## src/rtl/sysmm_pkg.sv

```systemverilog
package sysmm_pkg;

   typedef enum logic [2:0] {
      ST_IDLE,
      ST_LOAD,
      ST_COMP,
      ST_DRAIN,
      ST_DONE
   } sysmm_state_e;

endpackage

```

## src/rtl/sysmm_link.sv

```systemverilog
// Registered hop between neighbouring elements: one spatial register plus
// DEPTH-1 skew registers, all advanced once per macro step.
module sysmm_link #(
   parameter int WIDTH = 16,
   parameter int DEPTH = 1
) (
   input  logic             clk,
   input  logic             rst_n,
   input  logic             clr,
   input  logic             shift,
   input  logic [WIDTH-1:0] d,
   output logic [WIDTH-1:0] q
);

   generate
      if (DEPTH == 1) begin : g_single
         always_ff @(posedge clk or negedge rst_n) begin
            if (!rst_n)     q <= '0;
            else if (clr)   q <= '0;
            else if (shift) q <= d;
         end
      end else begin : g_chain
         logic [WIDTH-1:0] stg [DEPTH];
         always_ff @(posedge clk or negedge rst_n) begin
            if (!rst_n) begin
               for (int s = 0; s < DEPTH; s++) stg[s] <= '0;
            end else if (clr) begin
               for (int s = 0; s < DEPTH; s++) stg[s] <= '0;
            end else if (shift) begin
               stg[0] <= d;
               for (int s = 1; s < DEPTH; s++) stg[s] <= stg[s-1];
            end
         end
         assign q = stg[DEPTH-1];
      end
   endgenerate

endmodule

```

## src/rtl/sysmm_pe.sv

```systemverilog
// One physical element serving a SIGMA x SIGMA cluster of virtual elements
// with a single multiplier and SIGMA*SIGMA accumulators.
module sysmm_pe #(
   parameter int W     = 8,
   parameter int SIGMA = 2,
   parameter int ACCW  = 18
) (
   input  logic                        clk,
   input  logic                        rst_n,
   input  logic                        clr,
   input  logic                        run,
   input  logic [SIGMA*W-1:0]          a_vec,
   input  logic [SIGMA*W-1:0]          b_vec,
   output logic [SIGMA*SIGMA*ACCW-1:0] acc_vec
);

   localparam int SPH = SIGMA * SIGMA;
   localparam int PHW = (SIGMA > 1) ? $clog2(SIGMA) : 1;
   localparam int SLW = (SPH > 1) ? $clog2(SPH) : 1;

   logic [PHW-1:0]   ph_row, ph_col;
   logic [SLW-1:0]   slot;
   logic [W-1:0]     a_cur, b_cur;
   logic [2*W-1:0]   prod;
   logic [ACCW-1:0]  acc [SPH];

   assign a_cur = a_vec[ph_row*W +: W];
   assign b_cur = b_vec[ph_col*W +: W];
   assign prod  = a_cur * b_cur;
   assign slot  = SLW'(ph_row) * SLW'(SIGMA) + SLW'(ph_col);

   always_ff @(posedge clk or negedge rst_n) begin
      if (!rst_n) begin
         ph_row <= '0;
         ph_col <= '0;
         for (int s = 0; s < SPH; s++) acc[s] <= '0;
      end else if (clr) begin
         ph_row <= '0;
         ph_col <= '0;
         for (int s = 0; s < SPH; s++) acc[s] <= '0;
      end else if (run) begin
         acc[slot] <= acc[slot] + ACCW'(prod);
         if (ph_col == PHW'(SIGMA - 1)) begin
            ph_col <= '0;
            ph_row <= (ph_row == PHW'(SIGMA - 1)) ? '0 : ph_row + 1'b1;
         end else begin
            ph_col <= ph_col + 1'b1;
         end
      end
   end

   generate
      for (genvar s = 0; s < SPH; s++) begin : g_out
         assign acc_vec[s*ACCW +: ACCW] = acc[s];
      end
   endgenerate

endmodule

```

## src/rtl/sysmm_array.sv

```systemverilog
module sysmm_array #(
   parameter int W     = 8,
   parameter int N     = 3,
   parameter int P     = 2,
   parameter int SIGMA = 2,
   parameter int SKEW  = 0,
   parameter int ACCW  = 2 * W + $clog2(N)
) (
   input  logic            clk,
   input  logic            rst_n,
   input  logic            start,
   input  logic            in_valid,
   output logic            in_ready,
   input  logic [W-1:0]    in_data,
   output logic            out_valid,
   output logic [ACCW-1:0] out_data,
   output logic            done
);
   import sysmm_pkg::*;

   localparam int VN     = P * SIGMA;
   localparam int HOP    = 1 + SKEW;
   localparam int TSTEPS = N + 2 * (P - 1) * HOP;
   localparam int SPH    = SIGMA * SIGMA;
   localparam int NSQ    = N * N;
   localparam int NLOAD  = 2 * NSQ;
   localparam int IDXW   = $clog2(NLOAD + 1);
   localparam int MW     = (NSQ > 1) ? $clog2(NSQ) : 1;
   localparam int TW     = $clog2(TSTEPS + 1);
   localparam int CW     = (SPH > 1) ? $clog2(SPH) : 1;
   localparam int RW     = $clog2(N + 1);
   localparam int SELW   = (VN * VN > 1) ? $clog2(VN * VN) : 1;
   localparam int LW     = SIGMA * W;

   generate
      if (P * SIGMA < N) begin : g_err_cover
         $error("virtual grid P*SIGMA must cover N");
      end
      if (ACCW < 2 * W + $clog2(N)) begin : g_err_accw
         $error("ACCW too narrow for exact sums");
      end
      if (SKEW < 0 || P < 1 || SIGMA < 1 || N < 1) begin : g_err_range
         $error("bad parameter range");
      end
   endgenerate

   sysmm_state_e     st;
   logic [IDXW-1:0]  idx;
   logic [TW-1:0]    tstep;
   logic [CW-1:0]    cyc;
   logic [RW-1:0]    ri, rj;
   logic [W-1:0]     amat [NSQ];
   logic [W-1:0]     bmat [NSQ];
   logic             clr, run, step_end;

   assign clr       = (st == ST_IDLE) && start;
   assign run       = (st == ST_COMP);
   assign step_end  = run && (cyc == CW'(SPH - 1));
   assign in_ready  = (st == ST_LOAD);
   assign out_valid = (st == ST_DRAIN);
   assign done      = (st == ST_DONE);

   // ---------------- sequencing ----------------
   always_ff @(posedge clk or negedge rst_n) begin
      if (!rst_n) begin
         st    <= ST_IDLE;
         idx   <= '0;
         tstep <= '0;
         cyc   <= '0;
         ri    <= '0;
         rj    <= '0;
      end else begin
         case (st)
            ST_IDLE: if (start) begin
               st    <= ST_LOAD;
               idx   <= '0;
               tstep <= '0;
               cyc   <= '0;
            end
            ST_LOAD: if (in_valid) begin
               idx <= idx + 1'b1;
               if (idx == IDXW'(NLOAD - 1)) st <= ST_COMP;
            end
            ST_COMP: begin
               cyc <= step_end ? '0 : cyc + 1'b1;
               if (step_end) begin
                  tstep <= tstep + 1'b1;
                  if (tstep == TW'(TSTEPS - 1)) begin
                     st <= ST_DRAIN;
                     ri <= '0;
                     rj <= '0;
                  end
               end
            end
            ST_DRAIN: begin
               if (rj == RW'(N - 1)) begin
                  rj <= '0;
                  ri <= ri + 1'b1;
                  if (ri == RW'(N - 1)) st <= ST_DONE;
               end else begin
                  rj <= rj + 1'b1;
               end
            end
            default: st <= ST_IDLE;
         endcase
      end
   end

   // ---------------- operand store ----------------
   always_ff @(posedge clk) begin
      if (st == ST_LOAD && in_valid) begin
         if (idx < IDXW'(NSQ)) amat[MW'(idx)] <= in_data;
         else                  bmat[MW'(idx - IDXW'(NSQ))] <= in_data;
      end
   end

   // ---------------- grid ----------------
   logic [LW-1:0]           a_in [P][P];
   logic [LW-1:0]           b_in [P][P];
   logic [SPH*ACCW-1:0]     acc_flat [P][P];
   logic [ACCW-1:0]         cmat [VN*VN];

   generate
      for (genvar pr = 0; pr < P; pr++) begin : g_afeed
         logic [LW-1:0] fa;
         always_comb begin
            for (int a = 0; a < SIGMA; a++) begin
               int row, k;
               row = pr * SIGMA + a;
               k   = int'(tstep) - pr * HOP;
               fa[a*W +: W] = (row < N && k >= 0 && k < N) ?
                              amat[MW'(row * N + k)] : '0;
            end
         end
         assign a_in[pr][0] = fa;
      end

      for (genvar pc = 0; pc < P; pc++) begin : g_bfeed
         logic [LW-1:0] fb;
         always_comb begin
            for (int b = 0; b < SIGMA; b++) begin
               int col, k;
               col = pc * SIGMA + b;
               k   = int'(tstep) - pc * HOP;
               fb[b*W +: W] = (col < N && k >= 0 && k < N) ?
                              bmat[MW'(k * N + col)] : '0;
            end
         end
         assign b_in[0][pc] = fb;
      end

      for (genvar pr = 0; pr < P; pr++) begin : g_row
         for (genvar pc = 0; pc < P; pc++) begin : g_col
            sysmm_pe #(.W(W), .SIGMA(SIGMA), .ACCW(ACCW)) i_pe (
               .clk    (clk),
               .rst_n  (rst_n),
               .clr    (clr),
               .run    (run),
               .a_vec  (a_in[pr][pc]),
               .b_vec  (b_in[pr][pc]),
               .acc_vec(acc_flat[pr][pc])
            );
            if (pc < P - 1) begin : g_hlink
               sysmm_link #(.WIDTH(LW), .DEPTH(HOP)) i_link (
                  .clk(clk), .rst_n(rst_n), .clr(clr), .shift(step_end),
                  .d(a_in[pr][pc]), .q(a_in[pr][pc+1])
               );
            end
            if (pr < P - 1) begin : g_vlink
               sysmm_link #(.WIDTH(LW), .DEPTH(HOP)) i_link (
                  .clk(clk), .rst_n(rst_n), .clr(clr), .shift(step_end),
                  .d(b_in[pr][pc]), .q(b_in[pr+1][pc])
               );
            end
            for (genvar a = 0; a < SIGMA; a++) begin : g_va
               for (genvar b = 0; b < SIGMA; b++) begin : g_vb
                  assign cmat[(pr*SIGMA + a) * VN + pc*SIGMA + b] =
                     acc_flat[pr][pc][(a*SIGMA + b) * ACCW +: ACCW];
               end
            end
         end
      end
   endgenerate

   logic [SELW-1:0] sel;
   assign sel      = SELW'(ri) * SELW'(VN) + SELW'(rj);
   assign out_data = cmat[sel];

endmodule

```

## config.mk

```make
export PLATFORM = sky130hd
export DESIGN_NAME = sysmm_array
export DESIGN_NICKNAME = d
export VERILOG_FILES = /design/src/rtl/sysmm_pkg.sv /design/src/rtl/sysmm_link.sv /design/src/rtl/sysmm_pe.sv /design/src/rtl/sysmm_array.sv
export SDC_FILE = /design/constraint.sdc
export NUM_CORES = 2
export LEC_CHECK = 0
export BUFFER_PORTS_ARGS = -buffer_cell sky130_fd_sc_hd__buf_2
export CORE_ASPECT_RATIO = 1.75
export CORE_MARGIN = 2
export CORE_UTILIZATION = 50
export CTS_BUF_LIST = sky130_fd_sc_hd__clkbuf_4 sky130_fd_sc_hd__clkbuf_8
export DETAILED_ROUTE_END_ITERATION = 10
export GPL_TIMING_DRIVEN = 0
export HOLD_SLACK_MARGIN = 0.08
export PLACE_DENSITY = 0.77
export SYNTH_ARGS = -nofsm -noshare
export SYNTH_HDL_FRONTEND = slang
export SYNTH_SLANG_ARGS = --single-unit
```

## constraint.sdc

```tcl
create_clock -name clk -period 22.7 [get_ports clk]
set_input_delay 2.27 -clock clk [delete_from_list [all_inputs] [get_ports clk]]
set_output_delay 2.27 -clock clk [all_outputs]
set_load 0.02 [all_outputs]
```

==> flow_summary_export.csv <==
group,metric,value,unit
logic_synthesis,synth_most_common_cell,"inv_1",
detailed_routing,firstDrtPassIters,8,
timing,hold_violations,0,
logic_synthesis,synth-simple-area-share,0.145,
placed_design,dpl_cell_area,0.0389,mm2
logic_synthesis,synth_top_area_share,0.241,
logic_synthesis,synthArstFlopShare,0.715,
grt,grt_max_degree,122,
power_and_ir_drop,swShare,0.528,
power_and_ir_drop,p_leak,17.7,nW
logic_synthesis,synth-compound-area-share,0.0856,
logic_synthesis,synthAdderAreaFrac,0.168,
logic_synthesis,synth_edf_count,144,
detailed_routing,ant_nets,0,
placed_design,hpwl,104,mm
detailed_routing,avgViaCountPerCell,6.57,
placed_design,gp_congestion,1.04,
cts,cts_buffers,74,
timing,fin_crit,10240,ps
final_layout,design_area,0.0404,mm2
cts,clk_latency,770,ps
final_layout,fin_nets,4104,
final_layout,multi_input_area,0.0217,mm2
die,fp.coreArea,0.0742,mm2
detailed_routing,wl_met3,12.2,mm
detailed_routing,drt-met1-wl,42.2,mm
critical_path,start_kind,"flip-flop",
power_and_ir_drop,p_clk_frac,0.153,
power_and_ir_drop,p_per_area,126,mW/mm2
die,die_h,366,um
logic_synthesis,yosys.area_share.xor_xnor,0.0139,
logic_synthesis,synthFlopType,"dfrtp_1",
timing,rsz0062_at_grt,"no",
logic_synthesis,avgSynthCellArea,10.4,um2
timing,setup_tns,0,ps
cts,cts_sinks,505,
logic_synthesis,ys_seq_area_frac,0.357,
timing,tightest_slew,1490,ps
cts,h-tree-depth,3,
die,dieArea,0.0772,mm2
status,outcome,"complete, but fails checks",
critical_path,crit_fanout,10,
logic_synthesis,netlist_top_cells_area,"dfrtp_1 (24%), mux4_2 (14%), edfxtp_1 (12%), fa_1 (11%), ha_1 (6.0%)",
logic_synthesis,synth_cell_types,74,
grt,grt_pass1_wl,202,mm
die,initial_core_util,0.505,
power_and_ir_drop,seq_power_share,0.208,
logic_synthesis,synthMuxAreaShare,0.167,
timing,clock_skew,55.2,ps
logic_synthesis,synthCells,3597,
timing,maxSlewViolCount,0,
logic_synthesis,synthTopCellsByCount,"inv_1 (402), dfrtp_1 (361), nand2_1 (357)",
cts,cts_tree,"done",
power_and_ir_drop,ir_worst_vdd,0.000260,V
grt,overflow,0,
critical_path,worstPathArrival,10800,ps
power_and_ir_drop,p_comb_frac,0.639,
logic_synthesis,syn-cell-area,0.0375,mm2
power_and_ir_drop,internal_power,2.40,mW
timing,timing.final.crit_share,0.451,
logic_synthesis,syn_nets,3991,
grt,antenna_found_initial,5,
logic_synthesis,ys_ff_latch,505,
placed_design,port_buffers,32,
final_layout,fillers,6393,
die,ios,33,
cts,cts_resized,0,
cts,cts.clk_slew.worst_paths,70,ps
critical_path,worst-setup-path-type,"reg2reg",
flow_run,drv_cap,2,
status,violations,"capacitance limit",
detailed_routing,drc,0,
detailed_routing,drt_iter0_drc,3733,
detailed_routing,routed_wl,136,mm
power_and_ir_drop,p_sw,2.68,mW
critical_path,r2r_slack,12460,ps
logic_synthesis,yosysWarnings,0,
detailed_routing,dr.max_layer_used,"met5",
logic_synthesis,synth_top_family_by_area,"adder cells",
logic_synthesis,yosys.area.top_type,"dfrtp_1",
grt,grt_pass1_vias,32000,
critical_path,setup.worst_path.end_class,"flip-flop",
cts,holdBufCountCts,0,
timing,setup_viol,0,
final_layout,drive_gt1_frac,0.127,
final_layout,instances_no_fill,4704,
die,row_count,132,
detailed_routing,wl_met2,66.4,mm
critical_path,crit_required,23260,ps
timing,max_freq,97.6,MHz
final_layout,regArea,0.0134,mm2
worst_hold_path,hold_class,"reg2reg",
placed_design,dp_cells,4572,
cts,root_buffer,"clkbuf_8",
placed_design,preCtsSetupSlack,13320,ps
timing,setup_slack,12460,ps
grt,grt_usage,0.361,
die,fp.dieW,211,um
cts,post_cts_buffers,0,
detailed_routing,num_vias,30900,
timing,max_slew_margin,0.00367,
final_layout,area_delta_synth_final,7.93,%
detailed_routing,wl_per_cell,29.0,um
cts,cts_buffer_depth,3,
## flip-flops by register name, indices dropped and copies added, names as in the netlist
| register | count |
|---|---|
| ri | 2 |
| g_row.g_col.i_pe.ph_col | 4 |
| g_row.g_col.g_hlink.i_link.q | 24 |
| tstep | 3 |
| g_row.g_col.g_vlink.i_link.q | 24 |
| amat | 72 |
| g_row.g_col.i_pe.ph_row | 4 |
| st | 3 |
| bmat | 72 |
| cyc | 2 |
| g_row.g_col.i_pe.acc_vec | 288 |
| rj | 2 |
| idx | 5 |
## metrics by stage
step | power, mW | hold WS, ps | util
2_1_floorplan | 3.08 | 442 | -
3_3_place_gp | 4.16 | 465 | 0.523
3_5_place_dp | 4.22 | 470 | 0.525
4_1_cts | 4.99 | 484 | 0.545
5_1_grt | 5.39 | 520 | 0.545
6_report | 5.08 | 490 | 0.545
## critical path, stage by stage, from the launching register on
cell	delay, ps
dfrtp_1	470
clkbuf_1	590
inv_1	310
ha_1	270
xor2_1	720
inv_2	270
ha_1	360
xnor2_1	160
xnor2_2	510
mux2i_1	540
nand2_1	370
or2_1	350
fa_1	540
inv_1	50
fa_1	490
fa_1	500
inv_1	60
fa_1	480
inv_1	40
ha_1	390
and3_1	240
and3_1	200
a2111oi_0	530
o31a_1	230
xor2_1	1150
o21ai_0	230
## placed cells by master, fill, tap and decap left out, types with 29 or more instances in the layout
| master | synthesis | layout |
|---|---|---|
| edfxtp_1 | 144 | 144 |
| nor2_1 | 222 | 222 |
| inv_1 | 402 | 402 |
| xnor2_1 | 29 | 29 |
| mux2_2 | 30 | 30 |
| clkbuf_1 | 145 | 145 |
| o21ai_0 | 224 | 224 |
| buf_1 | 41 | 41 |
| ha_1 | 181 | 181 |
| nand3_1 | 327 | 327 |
| mux4_2 | 226 | 226 |
| dfrtp_1 | 361 | 361 |
| nand2b_1 | 79 | 79 |
| nor2b_1 | 32 | 32 |
| buf_2 | 23 | 54 |
| nand2_1 | 357 | 357 |
| a21o_1 | 33 | 33 |
| clkbuf_8 | 0 | 88 |
| fa_1 | 201 | 201 |
| a21oi_1 | 100 | 100 |
| mux2i_1 | 81 | 81 |
## per-layer routing
layer	GRT usage	vias up
li1	-	12800
met1	0.377	15400
met2	0.597	1986
met3	0.0813	655
met4	0.341	4
met5	0	-
## worst paths after layout
path,to,cells past startpoint,start
max in group asynchronous,g_row[1].g_col[0].g_hlink.i_link.q[3],3,rst_n
worst min register to register,g_row[0].g_col[0].g_vlink.i_link.q[10],2,g_row[0].g_col[0].g_vlink.i_link.q[10]
worst max register to register,g_row[0].g_col[1].i_pe.acc_vec[70],25,tstep[1]
worst max-delay path,g_row[0].g_col[1].i_pe.acc_vec[70],25,tstep[1]
min in group asynchronous,g_row[0].g_col[0].i_pe.acc_vec[21],1,rst_n
worst min-delay path,g_row[0].g_col[0].g_vlink.i_link.q[10],2,g_row[0].g_col[0].g_vlink.i_link.q[10]
## cells by family after synthesis
group	after synthesis
buf+inv	623
simple gates	1163
mux	337
xor+xnor	57
compound gates	530
fa+ha+maj	382
flops	505
## power by group through the flow
stage	sequential, mW	combinational (mW)	clock, mW
global placement	1.07	3.09	0
CTS	1.05	3.16	0.771
detailed placement	1.07	3.15	0
floorplan	1.05	2.04	0
finish	1.06	3.25	0.780
global route	1.06	3.53	0.807
## cell type report
type | count | share of cell area
diodes | 4 | 0.000248
clock inverters | 20 | 0.00328
plain buffers | 220 | 0.0222
well taps | 938 | 0.0290
flip-flops and latches | 505 | 0.330
repair buffers | 37 | 0.00662
multi-input cells | 2469 | 0.537
inverters | 403 | 0.0374
clock buffers | 108 | 0.0337
No activity file was read; power rests on OpenSTA's default activity.
